<file path="src/rtl/pred_issue_loop.sv">
module pred_issue_loop #(
  parameter int XLEN = 32,
  parameter int NREG = 32,
  parameter int NENT = 16
) (
  input  logic                         clk,
  input  logic                         rst_n,
  input  logic                         tbl_we,
  input  logic [$clog2(NENT)-1:0]      tbl_sel,
  input  logic                         tbl_valid,
  input  logic [$clog2(NREG)-1:0]      tbl_key,
  input  logic [$clog2(NREG)-1:0]      tbl_preg,
  input  logic                         tbl_inv,
  input  logic                         tbl_zero,
  input  logic                         start,
  input  logic [$clog2(NREG)-1:0]      start_rd,
  input  logic [$clog2(XLEN+1)-1:0]    start_vl,
  output logic [$clog2(NREG)-1:0]      mask_raddr,
  input  logic [XLEN-1:0]              mask_rdata,
  output logic                         busy,
  output logic                         iss_valid,
  output logic [$clog2(XLEN)-1:0]      iss_idx,
  output logic                         iss_en,
  output logic                         iss_zero
);
  localparam int RW  = $clog2(NREG);
  localparam int VLW = $clog2(XLEN+1);
  localparam int IW  = $clog2(XLEN);

  logic [NENT-1:0] ent_v, ent_inv, ent_zero;
  logic [RW-1:0]   ent_key  [NENT];
  logic [RW-1:0]   ent_preg [NENT];

  always_ff @(posedge clk or negedge rst_n) begin
    if (!rst_n) begin
      ent_v    <= '0;
      ent_inv  <= '0;
      ent_zero <= '0;
      for (int i = 0; i < NENT; i++) begin
        ent_key[i]  <= '0;
        ent_preg[i] <= '0;
      end
    end else if (tbl_we) begin
      ent_v[tbl_sel]    <= tbl_valid;
      ent_inv[tbl_sel]  <= tbl_inv;
      ent_zero[tbl_sel] <= tbl_zero;
      ent_key[tbl_sel]  <= tbl_key;
      ent_preg[tbl_sel] <= tbl_preg;
    end
  end

  logic          hit, hit_inv, hit_zero;
  logic [RW-1:0] hit_preg;

  always_comb begin
    hit = 1'b0; hit_inv = 1'b0; hit_zero = 1'b0; hit_preg = '0;
    for (int i = 0; i < NENT; i++) begin
      if (ent_v[i] && ent_key[i] == start_rd) begin
        hit      = 1'b1;
        hit_inv  = ent_inv[i];
        hit_zero = ent_zero[i];
        hit_preg = ent_preg[i];
      end
    end
  end

  assign mask_raddr = hit_preg;

  logic [VLW-1:0]  vl_eff, vl_m1;
  logic [XLEN-1:0] lane_lim, mask_sel;

  assign vl_eff = (start_vl > VLW'(XLEN)) ? VLW'(XLEN) : start_vl;
  assign vl_m1  = vl_eff - VLW'(1);

  always_comb begin
    for (int i = 0; i < XLEN; i++) lane_lim[i] = (i < int'(vl_eff));
  end

  assign mask_sel = (hit ? (hit_inv ? ~mask_rdata : mask_rdata) : '1) & lane_lim;

  logic            accept, zero_q;
  logic [XLEN-1:0] mask_q;
  logic [IW-1:0]   idx_q, last_q;

  assign accept = start && !busy && (vl_eff != '0);

  always_ff @(posedge clk or negedge rst_n) begin
    if (!rst_n) begin
      busy   <= 1'b0;
      zero_q <= 1'b0;
      mask_q <= '0;
      idx_q  <= '0;
      last_q <= '0;
    end else if (accept) begin
      busy   <= 1'b1;
      zero_q <= hit && hit_zero;
      mask_q <= mask_sel;
      idx_q  <= '0;
      last_q <= vl_m1[IW-1:0];
    end else if (busy) begin
      if (idx_q == last_q) busy <= 1'b0;
      else                 idx_q <= idx_q + IW'(1);
    end
  end

  assign iss_valid = busy;
  assign iss_idx   = idx_q;
  assign iss_en    = busy && mask_q[idx_q];
  assign iss_zero  = busy && zero_q && !mask_q[idx_q];
endmodule

</file>
<file path="config.mk">
export PLATFORM = sky130hd
export DESIGN_NAME = pred_issue_loop
export DESIGN_NICKNAME = d
export VERILOG_FILES = /design/src/rtl/pred_issue_loop.sv
export SDC_FILE = /design/constraint.sdc
export NUM_CORES = 1
export LEC_CHECK = 0
export BUFFER_PORTS_ARGS = -buffer_cell sky130_fd_sc_hd__buf_2
export CAP_MARGIN = 10
export CORE_MARGIN = 5
export CORE_UTILIZATION = 45
export DETAILED_ROUTE_END_ITERATION = 6
export GPL_TIMING_DRIVEN = 0
export MAX_ROUTING_LAYER = met4
export PLACE_DENSITY = 0.71
export SKIP_LAST_GASP = 1
export SYNTH_ARGS = -nofsm -noshare
export SYNTH_HDL_FRONTEND = slang
export SYNTH_SLANG_ARGS = --single-unit
</file>
<file path="constraint.sdc">
create_clock -name clk -period 3.2 [get_ports clk]
set_input_delay 0.16 -clock clk [delete_from_list [all_inputs] [get_ports clk]]
set_output_delay 0.16 -clock clk [all_outputs]
set_load 0.01 [all_outputs]
</file>
==> metrics.txt, run 1 <==
DRT antenna net count 0; share of cells above drive strength 1 0.337; worst hold slack 0.0248 ns; Synth Flop Type dfrtp_1; Final nets 1,330; Flop pwr share 0.413; CP arrival 3.06 ns; Via-to-Cell Ratio 5.77; root buf cell clkbuf_16; P_int 7.79 mW; busiest grt layer met2; die area 0.0323 sq mm; final hold vios 0; setup repair after global routing missed its margin true; Synth Register Bits 252; DP HPWL 24,100 microns; Gate power share 0.271; CP Class flop to output pin; MaxCap Viol Count 0; first-pass GRT wire length 55,400 microns; Power Total 11.2 mW; syn_nets 1,174; Final Max Slew Viols 0; I/O pin total 78; CTS buffer count 28; Crit Path Max Fanout 5; Slew headroom 0.387; register area share after synthesis 0.486; CP max stage cell dfrtp_1; HP Class input pin to flop; Die Height 180 microns; clock sink count 252; CP bufs+invs 3; met2 track demand over resource 0.350; GRT Total Usage 0.216; Synth top area share 0.486; Cells on Worst Hold Path 4; Lkg Pwr 6.60 nW; drt first pass iters 5; Final WS setup -0.0196 ns; core box area 0.0286 sq mm; synth unique cells 65; hold endpoint mask_q[24]; routed len/inst 20.7 microns; Worst Setup End Kind output pin; top cell type by total area after synthesis dfrtp_1; H-tree Lvls 1; global route overflow 0; Period Utilization, post-route 1.01; CTS max path bufs 3; Final GP Congestion 0.921; row count 62; critical-path cell list xor2_1, nor4_2, buf_4, and3_4, buf_8, a221oi_2, o311a_1, o21a_1, nor4_4, o221a_2, buf_6; clk_lat worst skew 0.56 ns; Final Skew 0.0193 ns; clk slew on worst S/H paths 0.06 ns; Synth area leaders dfrtp_1 49%, mux2_2 18%, xor2_1 4.2%; Gate Count Post-Synth 1,107; initial DRC count 867; R2R Path Start ent_key[71]; Clk network pwr share 0.316; Fill cells 2,443; Synth async-reset ratio 1.00; Fmax 0.311 GHz; CP required 3.04 ns; Die Width 180 microns; PwrDens 719 mW/mm^2; Post-Place Cells 1,564; pin count of the biggest net entering global routing 98; DRC viols 0; initial antenna violation count 1; outcome finished, violations left; failing checks negative setup slack; Sw Ratio 0.307; Tmin final 3.22 ns; Cell Area, Synth 0.0130 sq mm; cell family with most CP delay compound AO/OA/AOI/OAI gates; Worst Tran Pin Value 0.916 ns; Post-synth EDFFs 0; net switching power 3.44 mW; CTS tree built; post-route insts no fill 1,672; Port Buf Inserts 71; area growth from synthesis to layout 20.4%; Final Core Density 0.546; VDD IR max 0.442 mV; r2r endpoint mask_q[7]; Crit path largest cell delay 0.39 ns; number of global-route vias before repair 9,859; Synth Area per Inst 11.7 sq um; GRT met3 Usage 0.0331; CP Launch Type flop; endpoints failing setup 1; YS warnings 0; Worst R2R Setup Slack 0.14 ns; met1 Usage GRT 0.286; Register-to-Register Path Depth 14; final wirelength 34,600 microns; starting density of the core 0.453; Sum Neg Setup Slack -0.0196 ns; DR vias 9,642; hold path start mask_rdata[24]
worst min-delay path: cells and delay by family:
kind                   cells  cell delay [ns]
AOI/OAI and AO/OA          1             0.12
buffers and inverters      1             0.09
muxes                      1             0.12
and+or+nand+nor            1             0.05
worst max-delay path by stage:
stage / from / end / slack (ns) / cells after the start
floorplan: ent_key[30] / mask_q[21] / 0.71 / 11
global placement: rst_n / ent_key[70] / -2.70 / 1
detailed placement: ent_key[13] / mask_q[7] / -0.21 / 13
CTS: ent_key[61] / mask_raddr[4] / -0.12 / 10
global route: ent_key[61] / mask_raddr[4] / -0.17 / 10
finish: ent_key[69] / mask_raddr[4] / -0.02 / 11
routing by layer:
metal,vias to the layer above,wire length (microns)
li1,4319,-
met3,74,1930
met1,4919,14900
met4,0,949
met5,-,0
met2,330,16900
cells in the final DEF (no fill, tap or decap), types with 13 or more instances in the layout:
| cell | instances |
|---|---|
| a221o_1 | 15 |
| xor2_1 | 61 |
| clkbuf_1 | 48 |
| a21oi_1 | 35 |
| o21ai_0 | 25 |
| clkbuf_16 | 29 |
| dfrtp_1 | 252 |
| buf_2 | 74 |
| nand3_1 | 22 |
| nand2b_1 | 13 |
| xnor2_1 | 37 |
| nand2_1 | 53 |
| dlygate4sd3_1 | 39 |
| mux2i_1 | 18 |
| buf_4 | 24 |
| mux2_2 | 207 |
| nor2_1 | 68 |
area by class of cell:
cell class / instances / area [sq um] / area share
Tap cell: 384 / 480 / 0.0307
Antenna cell: 3 / 7.51 / 0.000480
Clock buffer: 34 / 783 / 0.0501
Clock inverter: 18 / 253 / 0.0162
Multi-Input combinational cell: 760 / 6330 / 0.405
Buffer: 81 / 460 / 0.0295
Inverter: 9 / 33.8 / 0.00216
Sequential cell: 252 / 6310 / 0.404
Timing Repair Buffer: 131 / 975 / 0.0624
power by group through the flow:
| stage | Clock (mW) | Sequential [mW] | Combinational, mW |
|---|---|---|---|
| after detailed placement | 0 | 4.68 | 2.90 |
| final | 3.55 | 4.64 | 3.05 |
| after global routing | 3.74 | 4.74 | 3.32 |
| after CTS | 3.60 | 4.63 | 2.99 |
| after global placement | 0 | 4.64 | 2.81 |
| after floorplan | 0 | 4.51 | 2.16 |
timing repair:
| item | CTS | global route |
|---|---|---|
| buffers inserted | 2 | 16 |
| hold buffers | 39 | 0 |
| gates cloned | 0 | 1 |
| pin swaps | 6 | 16 |
| hold endpoints to repair | 168 | 0 |
| gates resized for setup | 20 | 27 |
| endpoints found under the setup margin | 40 | 39 |
flip-flops by register name, summed over array words and instances, names as in the netlist:
register / cells
ent_v: 16
busy: 1
ent_zero: 16
ent_preg: 80
zero_q: 1
mask_q: 32
ent_key: 80
iss_idx: 5
ent_inv: 16
last_q: 5
cell families after synthesis:
family / Yosys count / synth area share
and+or+nand+nor: 260 / 0.103
adders and majority gates: 3 / 0.00289
buffers and inverters: 95 / 0.0379
AOI/OAI and AO/OA: 163 / 0.0925
xor gates and xnor gates: 99 / 0.0668
muxes: 235 / 0.211
DFF: 252 / 0.486
cells in the mapped netlist, types with 9 or more instances:
master and count:
xor2_1 62, nor2_1 70, mux2_2 207, and3_1 11, mux2i_1 18, mux4_2 10
o21ai_0 29, xnor2_1 37, nor2b_1 11, dfrtp_1 252, nor4_1 16, inv_1 9
or3_1 10, o221ai_1 10, a221oi_1 13, a21oi_1 35, nand2_1 55, a221o_1 15
nand2b_1 14, nand3_1 26, clkbuf_1 56
metrics by stage:
stage               area (sq um)  setup WS, ns
floorplan                  13000         0.710
global placement           13800         -2.70
detailed placement         13900        -0.210
CTS                        15400        -0.121
global route               15600        -0.174
finish                     15600       -0.0196
Note: power is estimated with default switching activity, not from simulation.
==> run 2: changes to the inputs <==
CELL_PAD_IN_SITES_DETAIL_PLACEMENT = 1   (was unset)
CELL_PAD_IN_SITES_GLOBAL_PLACEMENT = 2   (was unset)
CORE_UTILIZATION = 42   (was 45)
PLACE_DENSITY = 0.89   (was 0.71)
==> metrics.txt, run 2 (synthesized netlist as in run 1, its figures left out) <==
outcome finished, violations left; failing checks negative setup slack; HP Class input pin to flop; DRT antenna net count 0; Worst Setup End Kind output pin; dpl cell area 0.0139 sq mm; Final nets 1,327; DRC viols 0; Lkg Pwr 6.55 nW; Period Utilization, post-route 1.02; root buf cell clkbuf_16; Die Height 186 microns; Tmin final 3.28 ns; initial DRC count 571; share of cells above drive strength 1 0.332; hold path start mask_rdata[15]; Slew headroom 0.351; Worst Tran Pin Value 0.969 ns; P_int 7.54 mW; CTS max path bufs 3; net switching power 3.51 mW; VDD IR max 0.435 mV; worst slack, placed -0.228 ns; FF/Latch Area 0.00631 sq mm; Final GP Congestion 0.874; clk_lat worst skew 0.57 ns; routed len/inst 22.8 microns; Worst R2R Setup Slack 0.09 ns; CP arrival 3.12 ns; worst hold slack 0.0138 ns; area occupied by multi-input gates 0.00631 sq mm; Final Core Density 0.507; starting density of the core 0.424; Crit Path Max Fanout 4; CP Launch Type flop; row count 64; clk slew on worst S/H paths 0.06 ns; r2r endpoint mask_q[7]; Flop pwr share 0.422; Via-to-Cell Ratio 5.70; CTS buffer count 29; Gate power share 0.283; initial antenna violation count 1; Final Skew 0.0205 ns; Final WS setup -0.0790 ns; Register-to-Register Path Depth 13; PwrDens 713 mW/mm^2; Clk network pwr share 0.295; setup repair after global routing missed its margin true; global route overflow 0; Cells on Worst Hold Path 4; Final Max Slew Viols 0; Fill cells 3,240; core box area 0.0306 sq mm; Die Width 186 microns; first-pass GRT wire length 60,000 microns; DP HPWL 26,900 microns; CP Class flop to output pin; drt first pass iters 4; GRT Total Usage 0.228; CP required 3.04 ns; die area 0.0345 sq mm; final hold vios 0; DR vias 9,577; hold endpoint mask_q[15]; MaxCap Viol Count 0; endpoints failing setup 2; final wirelength 38,200 microns; commonest non-fill, non-tap cell in the layout dfrtp_1; CTS tree built; commonest cells after routing, fill and taps aside 252 x dfrtp_1, 207 x mux2_2, 72 x buf_2, 67 x nor2_1, 62 x xor2_1; number of global-route vias before repair 10,370; Power Total 11.0 mW; clock sink count 252; Fmax 0.305 GHz; I/O pin total 78; area growth from synthesis to layout 19.4%; Sw Ratio 0.317; Port Buf Inserts 71; post-route cell area 0.0155 sq mm; R2R Path Start ent_key[75]; H-tree Lvls 1; Regs by FF count ent_key: 80 flops, ent_preg: 80 flops, mask_q: 32 flops; crit path launch ent_key[75]; pin count of the biggest net entering global routing 104
[run 2: cell type report]
cell class | count | area share
antenna | 2 | 0.000323
buffer | 79 | 0.0295
clock buffer | 46 | 0.0574
clock inverter | 7 | 0.00355
inverter | 9 | 0.00218
multi-input combinational | 760 | 0.407
sequential | 252 | 0.407
tap | 396 | 0.0320
timing repair buffer | 129 | 0.0608
[run 2: how the worst max path moves through the flow]
| stage | endpoint | slack, ns | cells past startpoint |
|---|---|---|---|
| 4_1_cts | mask_raddr[4] | -0.06 | 10 |
| 3_3_place_gp | ent_key[71] | -2.73 | 1 |
| 5_1_grt | mask_raddr[4] | -0.20 | 10 |
| 2_1_floorplan | mask_q[21] | 0.71 | 11 |
| 3_5_place_dp | zero_q | -0.23 | 12 |
| 6_report | mask_raddr[4] | -0.08 | 10 |
[run 2: metrics by stage]
step	std cells	setup TNS [ns]
2_1_floorplan	1107	0
3_3_place_gp	1574	-686.61
3_5_place_dp	1576	-6.09
4_1_cts	1668	-0.116
5_1_grt	1679	-0.657
6_report	1680	-0.0918
[run 2: timing repair]
item / CTS / global route
hold endpoints to repair: 160 / 0
setup buffers: 4 / 14
endpoints found under the setup margin: 40 / 27
gates resized for setup: 31 / 19
pin swaps: 8 / 14
hold buffers: 38 / 0
[run 2: routing by layer]
layer / up-vias / global-route usage / wire [microns]
li1: 4322 / - / -
met5: - / - / 0
met2: 200 / 0.383 / 19200
met4: 0 / 0.0621 / 1010
met1: 4997 / 0.295 / 16400
met3: 58 / 0.0262 / 1650
[run 2: power groups by stage]
stage               Sequential, mW  Combinational, mW  Clock [mW]
finish                        4.66               3.12        3.26
CTS                           4.65               3.11        3.33
detailed placement            4.69               3.00           0
global route                  4.75               3.38        3.49
global placement              4.64               2.90           0
floorplan                     4.51               2.16           0
[run 2: critical path: stages (launching register included)]
cell	delay, ns
dfrtp_1	0.39
xor2_1	0.15
nor4_2	0.40
nand3_2	0.20
nor2_4	0.17
a221oi_2	0.08
o311a_1	0.30
o21a_1	0.21
nor4_4	0.29
o221a_2	0.27
buf_6	0.10
==> run 3: changes to the inputs <==
BUFFER_PORTS_ARGS = -buffer_cell sky130_fd_sc_hd__clkbuf_2   (was -buffer_cell sky130_fd_sc_hd__buf_2)
==> metrics.txt, run 3 (synthesized netlist as in run 1, its figures left out) <==
Final nets 1,320; pin count of the biggest net entering global routing 109; Crit path largest cell delay 0.41 ns; Final Core Density 0.509; Fmax 0.306 GHz; CP max stage cell dfrtp_1; core box area 0.0306 sq mm; root buf cell clkbuf_16; failing checks negative setup slack; Power Total 11.4 mW; CTS tree built; Crit Path Max Fanout 4; first-pass GRT wire length 61,500 microns; GRT Total Usage 0.236; routed len/inst 24.0 microns; final wirelength 40,100 microns; H-tree Lvls 1; most used cell, CP nor4_4; drt first pass iters 5; Final GP Congestion 0.877; dpl cell area 0.0139 sq mm; endpoints failing setup 2; CTS max path bufs 3; Tmin final 3.26 ns; critical-path cell list xor2_2, nor4_4, nand3_2, nor2_4, a221oi_2, o311a_1, o21a_1, nor4_4, o221a_2, buf_6; number of global-route vias before repair 10,381; MaxCap Viol Count 0; clk_lat worst skew 0.58 ns; starting density of the core 0.424; DRC viols 0; DRT antenna net count 0; Final Skew 0.0201 ns; CP bufs+invs 1; DP HPWL 27,300 microns; Via-to-Cell Ratio 5.73; initial DRC count 549; global route overflow 0; CP required 3.04 ns; Regs by FF count ent_key: 80 flops, ent_preg: 80 flops, mask_q: 32 flops; VDD IR max 0.453 mV; Final Max Slew Viols 0; CP Launch Type flop; Lkg Pwr 6.60 nW; CP arrival 3.10 ns; outcome finished, violations left; Die Height 186 microns; Die Width 186 microns; HP Class input pin to flop; Antenna Cells 0; Slew headroom 0.300; Final WS setup -0.0629 ns; commonest non-fill, non-tap cell in the layout dfrtp_1; Period Utilization, post-route 1.02; Sum Neg Setup Slack -0.0955 ns; clk slew on worst S/H paths 0.06 ns; commonest cells after routing, fill and taps aside 252 x dfrtp_1, 207 x mux2_2, 74 x clkbuf_2, 67 x nor2_1, 59 x xor2_1; share of cells above drive strength 1 0.341; Fill cells 3,221; area growth from synthesis to layout 20.1%; clock sink count 252; post-route cell area 0.0156 sq mm; Port Buf Inserts 71; area occupied by multi-input gates 0.00637 sq mm; CP Class flop to output pin; Worst Setup End Kind output pin; cell family with most CP delay simple AND/OR/NAND/NOR gates; DR vias 9,579; die area 0.0345 sq mm; setup repair after global routing missed its margin true; initial antenna violation count 0; Worst Tran Pin Value 1.05 ns; FF/Latch Area 0.00631 sq mm; final hold vios 0; I/O pin total 78; CTS buffer count 29; row count 64; PwrDens 733 mW/mm^2
==> run 3: cell count changes in the layout (fill, tap and decap cells not counted), moves of 5 or more <==
cell	previous run	this run
buf_2	72	4
buf_4	25	18
clkbuf_1	52	47
clkbuf_2	3	74
clkinv_2	4	10
==> run 3: final timing paths <==
| path | startpoint | slack, ns | cells after the start | to |
|---|---|---|---|---|
| setup / recovery | ent_key[79] | -0.06 | 10 | mask_raddr[0] |
| hold reg to reg | ent_v[3] | 0.50 | 1 | ent_v[3] |
| hold / removal | mask_rdata[1] | 0.02 | 4 | mask_q[1] |
| max in group asynchronous | rst_n | 1.81 | 5 | mask_q[12] |
| setup reg to reg | ent_key[34] | 0.13 | 11 | mask_q[25] |
| min in group asynchronous | rst_n | 0.24 | 3 | ent_preg[6] |
==> run 3: area by class of cell <==
cell class	instances	share of cell area
clock inverters	18	0.0138
multi-input cells	760	0.409
well taps	396	0.0318
flip-flops and latches	252	0.405
repair buffers	122	0.0576
clock buffers	36	0.0515
inverters	9	0.00217
plain buffers	79	0.0295
==> run 3: report_power, final <==
group          total, mW  switching, mW  internal, mW
clock network       3.54           1.43          2.11
registers           4.68          0.612          4.07
logic               3.20           1.62          1.58
==> run 3: what timing repair did <==
action / CTS / global route
pin swaps: 12 / 11
gates resized for setup: 34 / 28
endpoints found under the hold margin: 200 / 0
hold buffers: 35 / 0
setup buffers: 7 / 6
endpoints found under the setup margin: 40 / 31
==> run 3: per-stage QoR <==
step | setup slack (ns) | instances | hold slack [ns]
5_1_grt | -0.187 | 1672 | 0.0123
3_5_place_dp | -0.310 | 1577 | 0.284
2_1_floorplan | 0.710 | 1107 | -0.136
4_1_cts | -0.132 | 1667 | 0.00113
3_3_place_gp | -3.42 | 1574 | 0.416
6_report | -0.0629 | 1672 | 0.0162
==> run 3: per-layer routing <==
metal / GRT usage / vias up / wire length (microns)
li1: - / 4302 / -
met1: 0.302 / 4985 / 17200
met2: 0.402 / 210 / 20100
met3: 0.0254 / 82 / 1490
met4: 0.0665 / 0 / 1230
met5: - / - / 0
==> run 3: worst register-to-register path, stage by stage, from the launching register on <==
cell	delay [ns]
dfrtp_1	0.41
xor2_2	0.17
nor4_4	0.34
nand3_2	0.28
and2_2	0.31
a221oi_1	0.29
o311ai_1	0.17
o211a_1	0.20
buf_6	0.17
buf_12	0.15
buf_4	0.18
a211o_1	0.27
